File: config.mk
export PLATFORM = sky130hd
export DESIGN_NAME = alu8_core
export DESIGN_NICKNAME = d
export VERILOG_FILES = /design/src/rtl/alu8_pkg.sv /design/src/rtl/alu8_byte_unit.sv /design/src/rtl/alu8_pair_unit.sv /design/src/rtl/alu8_flag_reg.sv /design/src/rtl/alu8_core.sv
export SDC_FILE = /design/constraint.sdc
export NUM_CORES = 1
export LEC_CHECK = 0
export BUFFER_PORTS_ARGS = -buffer_cell sky130_fd_sc_hd__clkbuf_2
export CORE_MARGIN = 8
export CORE_UTILIZATION = 46
export DETAILED_ROUTE_END_ITERATION = 12
export PLACE_DENSITY = 0.84
export SLEW_MARGIN = 20
export SYNTH_ARGS = -nofsm -noshare
export SYNTH_HDL_FRONTEND = slang
export SYNTH_SLANG_ARGS = --single-unit
File: constraint.sdc
create_clock -name clk -period 2.4 [get_ports clk]
set_input_delay 0.12 -clock clk [delete_from_list [all_inputs] [get_ports clk]]
set_output_delay 0.12 -clock clk [all_outputs]
set_load 0.005 [all_outputs]
File: src/rtl/alu8_pkg.sv
// Package: shared operation codes and flag-byte layout for the 8-bit ALU.
// Assumes the flag byte is 8 bits with the four flags in the upper nibble.
package alu8_pkg;

    localparam int FLAG_W = 8;

    typedef enum logic [2:0] {
        OP_INC8  = 3'd0,
        OP_DEC8  = 3'd1,
        OP_RLC   = 3'd2,
        OP_RRC   = 3'd3,
        OP_XOR   = 3'd4,
        OP_ADD16 = 3'd5,
        OP_INC16 = 3'd6,
        OP_DEC16 = 3'd7
    } alu_op_e;

    // Bit order matters: zero at 7, subtract at 6, half-carry at 5, carry at 4.
    typedef struct packed {
        logic       z;
        logic       n;
        logic       h;
        logic       c;
        logic [3:0] rsvd;
    } flags_t;

endpackage

File: src/rtl/alu8_byte_unit.sv
// Module: byte-wide operations (increment, decrement, circular rotates, XOR).
// Purely combinational. For operations it does not own, the result is zero
// and the flags pass through unchanged. Reserved flag bits are driven zero.
module alu8_byte_unit
    import alu8_pkg::*;
#(
    parameter int DATA_W = 8,
    parameter int NIB_W  = 4
) (
    input  alu_op_e           op,
    input  logic [DATA_W-1:0] a,
    input  logic [DATA_W-1:0] b,
    input  flags_t            fin,
    output logic [DATA_W-1:0] res,
    output flags_t            fout
);

    // Compute the byte result and the flags this operation owns.
    always_comb begin
        res       = '0;
        fout      = fin;
        fout.rsvd = '0;
        unique case (op)
            OP_INC8: begin
                res    = a + DATA_W'(1);
                fout.z = (res == '0);
                fout.n = 1'b0;
                fout.h = (a[NIB_W-1:0] == '1);
            end
            OP_DEC8: begin
                res    = a - DATA_W'(1);
                fout.z = (res == '0);
                fout.n = 1'b1;
                fout.h = (a[NIB_W-1:0] == '0);
            end
            OP_RLC: begin
                res    = {a[DATA_W-2:0], a[DATA_W-1]};
                fout.c = a[DATA_W-1];
            end
            OP_RRC: begin
                res    = {a[0], a[DATA_W-1:1]};
                fout.c = a[0];
            end
            OP_XOR: begin
                res    = a ^ b;
                fout.z = (res == '0);
                fout.n = 1'b0;
                fout.h = 1'b0;
                fout.c = 1'b0;
            end
            default: begin
                res  = '0;
            end
        endcase
    end

endmodule

File: src/rtl/alu8_pair_unit.sv
// Module: 16-bit register-pair add, increment and decrement.
// Purely combinational. The half-carry comes from a carry out of bit PAIR_W-5.
// For byte operations the result is zero and the flags pass through.
module alu8_pair_unit
    import alu8_pkg::*;
#(
    parameter int PAIR_W = 16,
    parameter int NIB_W  = 4
) (
    input  alu_op_e           op,
    input  logic [PAIR_W-1:0] a,
    input  logic [PAIR_W-1:0] b,
    input  flags_t            fin,
    output logic [PAIR_W-1:0] res,
    output flags_t            fout
);

    localparam int LOW_W = PAIR_W - NIB_W;

    logic [PAIR_W:0] full_sum;
    logic [LOW_W:0]  low_sum;

    // Full-width and lower-field sums give the carry out of bit 15 and bit 11.
    assign full_sum = {1'b0, a} + {1'b0, b};
    assign low_sum  = {1'b0, a[LOW_W-1:0]} + {1'b0, b[LOW_W-1:0]};

    // Select the pair result and write the flags pair addition owns.
    always_comb begin
        res       = '0;
        fout      = fin;
        fout.rsvd = '0;
        unique case (op)
            OP_ADD16: begin
                res    = full_sum[PAIR_W-1:0];
                fout.n = 1'b0;
                fout.c = full_sum[PAIR_W];
                fout.h = low_sum[LOW_W];
            end
            OP_INC16: res = a + PAIR_W'(1);
            OP_DEC16: res = a - PAIR_W'(1);
            default:  res = '0;
        endcase
    end

endmodule

File: src/rtl/alu8_flag_reg.sv
// Module: the flag byte register. Loads on a valid operation and clears on
// synchronous active-low reset. It stores what it is given; keeping the
// reserved bits zero is the job of the units that drive it.
module alu8_flag_reg
    import alu8_pkg::*;
(
    input  logic   clk,
    input  logic   rst_n,
    input  logic   load,
    input  flags_t d,
    output flags_t q
);

    // Hold the flags; reset clears them, a load replaces them.
    always_ff @(posedge clk) begin
        if (!rst_n)
            q <= '0;
        else if (load)
            q <= d;
    end

endmodule

File: src/rtl/alu8_core.sv
// Module: top of the 8-bit ALU. Routes an operation to the byte or pair unit,
// zeroes the result output the operation does not use, and commits the next
// flags when op_valid is high. Assumes op_code and operands are stable
// around the rising clock edge.
module alu8_core
    import alu8_pkg::*;
#(
    parameter int DATA_W = 8,
    parameter int PAIR_W = 16,
    parameter int NIB_W  = 4
) (
    input  logic              clk,
    input  logic              rst_n,
    input  logic              op_valid,
    input  logic [2:0]        op_code,
    input  logic [DATA_W-1:0] acc_in,
    input  logic [DATA_W-1:0] opr_in,
    input  logic [PAIR_W-1:0] pair_a,
    input  logic [PAIR_W-1:0] pair_b,
    output logic [DATA_W-1:0] res8,
    output logic [PAIR_W-1:0] res16,
    output logic [FLAG_W-1:0] flags_q
);

    alu_op_e           op;
    logic              is_pair;
    logic [DATA_W-1:0] byte_res;
    logic [PAIR_W-1:0] pair_res;
    flags_t            byte_flags;
    flags_t            pair_flags;
    flags_t            flags_nxt;
    flags_t            flags_cur;

    // Decode the operation and classify it as a byte or a pair operation.
    assign op      = alu_op_e'(op_code);
    assign is_pair = (op == OP_ADD16) || (op == OP_INC16) || (op == OP_DEC16);

    alu8_byte_unit #(.DATA_W(DATA_W), .NIB_W(NIB_W)) i_byte (
        .op   (op),
        .a    (acc_in),
        .b    (opr_in),
        .fin  (flags_cur),
        .res  (byte_res),
        .fout (byte_flags)
    );

    alu8_pair_unit #(.PAIR_W(PAIR_W), .NIB_W(NIB_W)) i_pair (
        .op   (op),
        .a    (pair_a),
        .b    (pair_b),
        .fin  (flags_cur),
        .res  (pair_res),
        .fout (pair_flags)
    );

    // Steer results and next flags by operation class.
    always_comb begin
        flags_nxt = is_pair ? pair_flags : byte_flags;
        res8      = is_pair ? '0 : byte_res;
        res16     = is_pair ? pair_res : '0;
    end

    alu8_flag_reg i_flags (
        .clk   (clk),
        .rst_n (rst_n),
        .load  (op_valid),
        .d     (flags_nxt),
        .q     (flags_cur)
    );

    assign flags_q = flags_cur;

    // Reserved flag bits never become nonzero.
    p_low_nibble_zero_r2: assert property (@(posedge clk) disable iff (!rst_n)
        flags_q[3:0] == 4'h0);

    // Without a valid operation the flags hold.
    p_hold_when_idle_r10: assert property (@(posedge clk) disable iff (!rst_n)
        !op_valid |=> $stable(flags_q));

    // Increment keeps carry and clears subtract.
    p_inc_keeps_carry_r3: assert property (@(posedge clk) disable iff (!rst_n)
        (op_valid && op == OP_INC8) |=> (flags_q[4] == $past(flags_q[4])) && !flags_q[6]);

    // Decrement always sets subtract.
    p_dec_sets_sub_r4: assert property (@(posedge clk) disable iff (!rst_n)
        (op_valid && op == OP_DEC8) |=> flags_q[6]);

    // Rotate left: old bit 7 lands in carry.
    p_rlc_carry_r5: assert property (@(posedge clk) disable iff (!rst_n)
        (op_valid && op == OP_RLC) |=> flags_q[4] == $past(acc_in[DATA_W-1]));

    // Rotate right: old bit 0 lands in carry.
    p_rrc_carry_r6: assert property (@(posedge clk) disable iff (!rst_n)
        (op_valid && op == OP_RRC) |=> flags_q[4] == $past(acc_in[0]));

    // Exclusive-OR clears subtract, half-carry and carry.
    p_xor_clears_r7: assert property (@(posedge clk) disable iff (!rst_n)
        (op_valid && op == OP_XOR) |=> flags_q[6:4] == 3'b000);

    // Pair add leaves zero alone and clears subtract.
    p_add16_keeps_zero_r8: assert property (@(posedge clk) disable iff (!rst_n)
        (op_valid && op == OP_ADD16) |=> (flags_q[7] == $past(flags_q[7])) && !flags_q[6]);

    // Pair increment and decrement touch no flag.
    p_pair_step_no_flags_r9: assert property (@(posedge clk) disable iff (!rst_n)
        (op_valid && (op == OP_INC16 || op == OP_DEC16)) |=> $stable(flags_q));

    // The result output that an operation does not use reads zero.
    p_unused_result_zero_r11: assert property (@(posedge clk) disable iff (!rst_n)
        is_pair ? (res8 == '0) : (res16 == '0));

endmodule

==> impl_metrics.toml, run 1 <==
[placed_design]
io_buffers = 81
dp_slack_ns = -0.0134
dp_hpwl_um = 6970
gp_congestion = 0.956

[critical_path]
r2r-start = "i_flags.q[5]"
slowest_delay_ns = 0.37
crit_path_start = "pair_a[0]"
path_class = "in2out"
crit_path_end_kind = "primary output"
reg2reg_slack_ns = 1.69
crit_path_start_kind = "input port"
arrival_ns = 2.21
crit_slowest_cell = "a221o_1"
critPathRequiredTime_ns = 2.28
worstPathMaxFanout = 3
path_cells = "clkbuf_2 > ha_4 > fa_2 > a21o_1 > a221o_1 > a221oi_2 > buf_4 > o31ai_1 > xnor2_1 > o22ai_1 > buf_2"

[die]
core_area_sq_um = 5440
dieArea_sq_um = 8210
initial_utilization_pct = 47.1
die_y_um = 90.6
num_rows = 27
die_w_um = 90.6
io-pin-count = 86

[routing]
first_pass_iters = 5
drt-total-wl_um = 8680
avgViaCountPerCell = 6.14
drc = 0
wl_per_cell_um = 16.9
ant_nets = 0
vias = 3156
drt_iter0_markers = 396

[synth]
yosysTopAreaCell = "ha_1"
ys_ff_latch = 4
synthFlopType = "dfxtp_1"
async_flop_share_pct = 0
synth_area_per_cell_sq_um = 7.00
synth_cell_types = 65
synth_commonest_cells = "a21oi_1 (31), nand2_1 (25), xor2_1 (25)"
yosysMostFrequentCell = "a21oi_1"
synthCells = 366
synthTopCellsByArea = "ha_1 (11%), xor2_1 (8.5%), xnor2_1 (8.2%), a21oi_1 (6.1%), o22ai_1 (4.4%)"
ys_seq_area_share_pct = 3.13
yosysTopAreaCellShare_pct = 10.7
synth-edff-count = 0
yosysWarnings = 0
syn_area_sq_um = 2560

[worst_hold_path]
min_path_type = "in2reg"
min_from = "rst_n"

[timing]
setup_slack_ns = 0.0666
min_period_ns = 2.33
max_freq_ghz = 0.429
rsz0062_at_grt = "true"
setup_viol = 0
worstMarginPinSlew_ns = 0.529
fin_crit_sh_pct = 97.2
relSlewSlack_pct = 64.6
slew_violations = 0
hold_violations = 0
finClkSkew_ns = 0

[clocking]
cts_tree = "built"
clock_path_buffers = 2
cts_htree_levels = 1
insertion_delay_ns = 0.22
cts_num_sinks = 4
numCtsBuffers = 3
clk_pin_slew_ns = 0.03
cts-root-buf = "clkbuf_8"

[grt]
grt.busiest_layer = "met2"
met3_usage_pct = 3.33
grt_antenna_before_repair = 0
use_met1_pct = 25.0
grt-ovfl-total = 0
grt_pass1_vias = 2995
met2_usage_pct = 33.4
grt_pass1_wl_um = 14100
grtUsageTotal_pct = 19.8
grt_max_degree = 34

[cells_and_area]
syn2layout_area_growth_pct = 21.9
antenna_cells = 0
largest_registers = "i_flags.q (4)"
largest_reg_flops = 4
largest_register = "i_flags.q"
nNetsFinal = 521
drive_gt1_share_pct = 28.3

[power]
vdd_drop_max_mv = 0.237
p_leak_nw = 1.37
p_per_area_nw_per_um2 = 274
total_power_mw = 0.855

[run_status]
outcome = "finished clean"

[job]
drv_cap = 0
## final timing paths
check                 end  cells past startpoint
max             res16[14]                     11
min          i_flags.q[6]                      2
max reg2reg  i_flags.q[5]                      1
min reg2reg  i_flags.q[6]                      2
## area by class of cell
type                       count  area, sq um
sequential                     4         80.1
tap                           72         90.1
clock buffer                   3         41.3
multi-input combinational    332         2360
inverter                       6         22.5
fill                         504         2320
timing repair buffer          97          526
## per-stage QoR
stage | utilization (%) | TNS, ns | std cells | cell area (sq um) | hold WS (ns)
2_1_floorplan | - | 0 | 369 | 2570 | 0.248
3_3_place_gp | 55.9 | 0 | 509 | 3040 | 0.392
3_5_place_dp | 55.9 | -0.0134 | 509 | 3040 | 0.405
4_1_cts | 56.8 | 0 | 513 | 3090 | 0.178
5_1_grt | 57.4 | -0.0116 | 514 | 3120 | 0.189
6_report | 57.4 | 0 | 514 | 3120 | 0.180
## where the power goes
group / internal, mW / switching, mW / leakage (nW)
sequential: 0.0708 / 0.00238 / 0.0328
clock: 0.108 / 0.0435 / 0.0216
combinational: 0.278 / 0.353 / 1.32
## logic make-up (layout without fill, tap and decap cells)
kind of cell               count (synthesis)  after routing  share of synthesized area (%)
and+or+nand+nor                          130            130                           28.1
AOI/OAI and AO/OA                        118            118                           31.0
xor gates and xnor gates                  49             49                           16.8
buffers and inverters                     33            106                           6.11
adders and majority gates                 23             23                           11.5
muxes                                      8              8                           3.22
DFF                                        4              4                           3.13
other                                      1              4                          0.146
## layout by cell type, fill, tap and decap left out, types with 11 or more instances in the layout
cell,count
clkbuf_2,80
a21oi_1,31
nand2_1,25
xor2_1,25
xnor2_1,24
nor2_1,22
ha_1,21
o22ai_1,18
o21ai_0,16
buf_4,16
nor3_1,15
nor2b_1,11
## routing by layer
metal | up-vias | wire [um] | part of all wire, %
li1 | 1515 | - | -
met3 | 21 | 637 | 7.3
met2 | 160 | 4160 | 48
met1 | 1460 | 3690 | 43
met5 | - | 0 | 0
met4 | 0 | 187 | 2.2
## what timing repair did
action / 4_1_cts / 5_1_grt
hold buffers: 0 / 0
setup endpoints to repair: 1 / 3
gates resized for setup: 1 / 5
pin swaps: 1 / 2
buffers inserted: 1 / 1
## worst max-delay path, delay by kind of cell
| family | cells | cell delay (ns) |
|---|---|---|
| AO/OA/AOI/OAI | 5 | 1.02 |
| XOR/XNOR | 1 | 0.15 |
| adder cells (fa/ha/maj) | 2 | 0.51 |
| buffers and inverters | 3 | 0.41 |
No activity file was read; power rests on OpenSTA's default activity.
==> inputs of run 2 (changes only) <==
--- a/config.mk
+++ b/config.mk
@@ -9,8 +9,10 @@
 export CORE_MARGIN = 8
 export CORE_UTILIZATION = 46
 export DETAILED_ROUTE_END_ITERATION = 12
-export PLACE_DENSITY = 0.84
+export GPL_ROUTABILITY_DRIVEN = 0
+export PLACE_DENSITY = 0.81
 export SLEW_MARGIN = 20
 export SYNTH_ARGS = -nofsm -noshare
 export SYNTH_HDL_FRONTEND = slang
+export SYNTH_HIERARCHICAL = 1
 export SYNTH_SLANG_ARGS = --single-unit
==> run 2 against run 1 <==
Compared with the run above:
- area after synthesis grew 24%
- via count rose by 21%
- utilization grew 5.6 points
- hold slack improved by 0.027 ns
- die area up 19%
- wire length grew 29%
- register-to-register slack got worse by 0.53 ns
- sequential power is 98% higher
- maximum frequency shrank 2.6%
- first-iteration DRC count down 43%
- sequential share of layout area grew 1.2 points
- critical endpoint is now res16[10]
- highest routed layer unchanged
==> impl_metrics.toml, run 2 <==
[run_status]
outcome = "finished clean"

[job]
drv_cap = 0

[synth]
synth-edff-count = 0
yosysWarnings = 6
synthCells = 434
ys_seq_area_share_pct = 5.06
synth_area_per_cell_sq_um = 7.30
async_flop_share_pct = 0
yosysTopAreaCellShare_pct = 13.8
yosysTopAreaCell = "ha_1"
synth_cell_types = 72
syn_area_sq_um = 3170
yosysMostFrequentCell = "ha_1"
ys_ff_latch = 8
synth_commonest_cells = "ha_1 (35), a21oi_1 (32), xnor2_1 (31)"
synthTopCellsByArea = "ha_1 (14%), xnor2_1 (8.6%), a21oi_1 (5.1%), dfxtp_1 (5.1%), mux2i_1 (4.4%)"
synthFlopType = "dfxtp_1"

[power]
p_per_area_nw_per_um2 = 275
vdd_drop_max_mv = 0.121
p_leak_nw = 1.96
total_power_mw = 1.17

[clocking]
cts-root-buf = "clkbuf_8"
postCtsHoldBufs = 0
cts_htree_levels = 1
clk_pin_slew_ns = 0.04
insertion_delay_ns = 0.22
cts_tree = "built"
clock_path_buffers = 2
cts_num_sinks = 8
numCtsBuffers = 3

[timing]
rsz0062_at_grt = "true"
setup_viol = 0
hold_violations = 0
tns_ns = 0
min_period_ns = 2.40
slew_violations = 0
fin_crit_sh_pct = 99.9
worstMarginPinSlew_ns = 0.610
max_freq_ghz = 0.417
whs_ns = 0.207
relSlewSlack_pct = 59.2
finClkSkew_ns = 0

[worst_hold_path]
min_from = "rst_n"
min_path_type = "in2reg"
hold_depth = 2
hold_path_end = "i_flags/q[5]"

[cells_and_area]
mostFrequentLayoutCell = "clkbuf_2"
final_cell_mix = "clkbuf_2 (82), buf_4 (44), xnor2_1 (31)"
largest_registers = "i_flags/q (8)"
drive_gt1_share_pct = 35.7
largest_reg_flops = 8
syn2layout_area_growth_pct = 33.7
antenna_cells = 0
final_area_sq_um = 4230
nNetsFinal = 637
largest_register = "i_flags/q"

[routing]
vias = 3813
drc = 0
drt_iter0_markers = 227
drt-total-wl_um = 11100
wl_per_cell_um = 17.9
avgViaCountPerCell = 6.11
ant_nets = 0
first_pass_iters = 4

[die]
dieArea_sq_um = 9800
num_rows = 30
die_y_um = 99.0
io-pin-count = 86
initial_utilization_pct = 47.1
core_area_sq_um = 6720
die_w_um = 99.0

[critical_path]
worstPathMaxFanout = 3
reg2reg_slack_ns = 1.16
crit_path_start_kind = "input port"
path_class = "in2out"
r2r-start = "i_flags/q[7]"
crit_path_end_kind = "primary output"
r2r-end = "i_flags/q[7]"
reg2reg_depth = 5
critPathRequiredTime_ns = 2.28
arrival_ns = 2.28

[placed_design]
placed_area_sq_um = 3870
dp_hpwl_um = 8130
io_buffers = 85

[grt]
grt_max_degree = 34
grt_pass1_wl_um = 17400
grt-ovfl-total = 0
grt_pass1_vias = 3831
grt_antenna_before_repair = 0
grtUsageTotal_pct = 20.7
run 2: cell count changes after synthesis, sizes merged, moves of 5 or more:
cell,change
ha,+13
mux2,+6
nand2b,-5
nor3,-6
buf,+7
mux2i,+8
nor2,+5
a21o,+7
xor2,-13
xnor2,+7
and2,+21
o21ai,+9
run 2: power by group:
part	switching [mW]	leakage (nW)	internal, mW
clock	0.0514	0.0216	0.109
combinational	0.458	1.88	0.404
sequential	0.00464	0.0654	0.140
run 2: cell type report:
| class | instances | area, sq um |
|---|---|---|
| fillers | 588 | 2480 |
| inverters | 10 | 42.5 |
| clock buffers | 3 | 41.3 |
| well taps | 80 | 100 |
| flip-flops and latches | 8 | 160 |
| repair buffers | 132 | 855 |
| multi-input cells | 391 | 3040 |
run 2: cell families (layout without fill, tap and decap cells):
group           after synthesis  after routing  synth area share [%]
simple gates                146            146                  24.8
other cells                   2              8                 0.237
fa+ha+maj                    37             37                  15.1
xor+xnor                     43             43                  11.9
flops                         8              8                  5.06
mux                          22             22                  7.51
buf+inv                      41            145                  6.76
compound gates              135            135                  28.6
run 2: stage by stage:
step	std cells	util, %	setup slack (ns)
5_1_grt	624	63.0	-0.0501
3_5_place_dp	617	57.7	-0.272
2_1_floorplan	440	-	0.0260
4_1_cts	621	60.6	-0.0445
3_3_place_gp	617	57.7	-0.193
6_report	624	63.0	0.00358
run 2: worst max-delay path, stage by stage:
cell and delay (ns):
clkbuf_2 0.10, ha_2 0.20, fa_2 0.34, a21o_1 0.19, and4_1 0.24, o21ai_2 0.16
buf_4 0.12, o21ai_1 0.13, xnor2_1 0.28, o22ai_1 0.11, and2_1 0.17, clkbuf_2 0.11
run 2: layer usage:
| metal | vias to the layer above | track usage [%] | part of all wire [%] |
|---|---|---|---|
| met1 | 1757 | 24.6 | 41 |
| met4 | 0 | 5.79 | 2.3 |
| met2 | 212 | 37.2 | 49 |
| li1 | 1817 | - | - |
| met5 | - | 0 | 0 |
| met3 | 27 | 2.89 | 7.8 |
run 2: what timing repair did:
| action | CTS | global route |
|---|---|---|
| gates cloned | 1 | 0 |
| pin swaps | 7 | 22 |
| buffers inserted | 0 | 3 |
| resized for setup | 24 | 27 |
| endpoints found under the setup margin | 7 | 9 |
run 2: worst max-delay path by stage:
stage                          start      endpoint  slack (ns)  depth (start not counted)
final                      pair_a[0]     res16[10]       0.004                         12
after global routing      op_code[2]     res16[11]       -0.05                         14
after CTS                 op_code[0]     res16[14]       -0.04                         13
after detailed placement   pair_a[0]  i_flags/q[4]       -0.27                         12
after global placement     pair_a[0]  i_flags/q[4]       -0.19                         12
after floorplan            pair_a[0]  i_flags/q[4]        0.03                         11
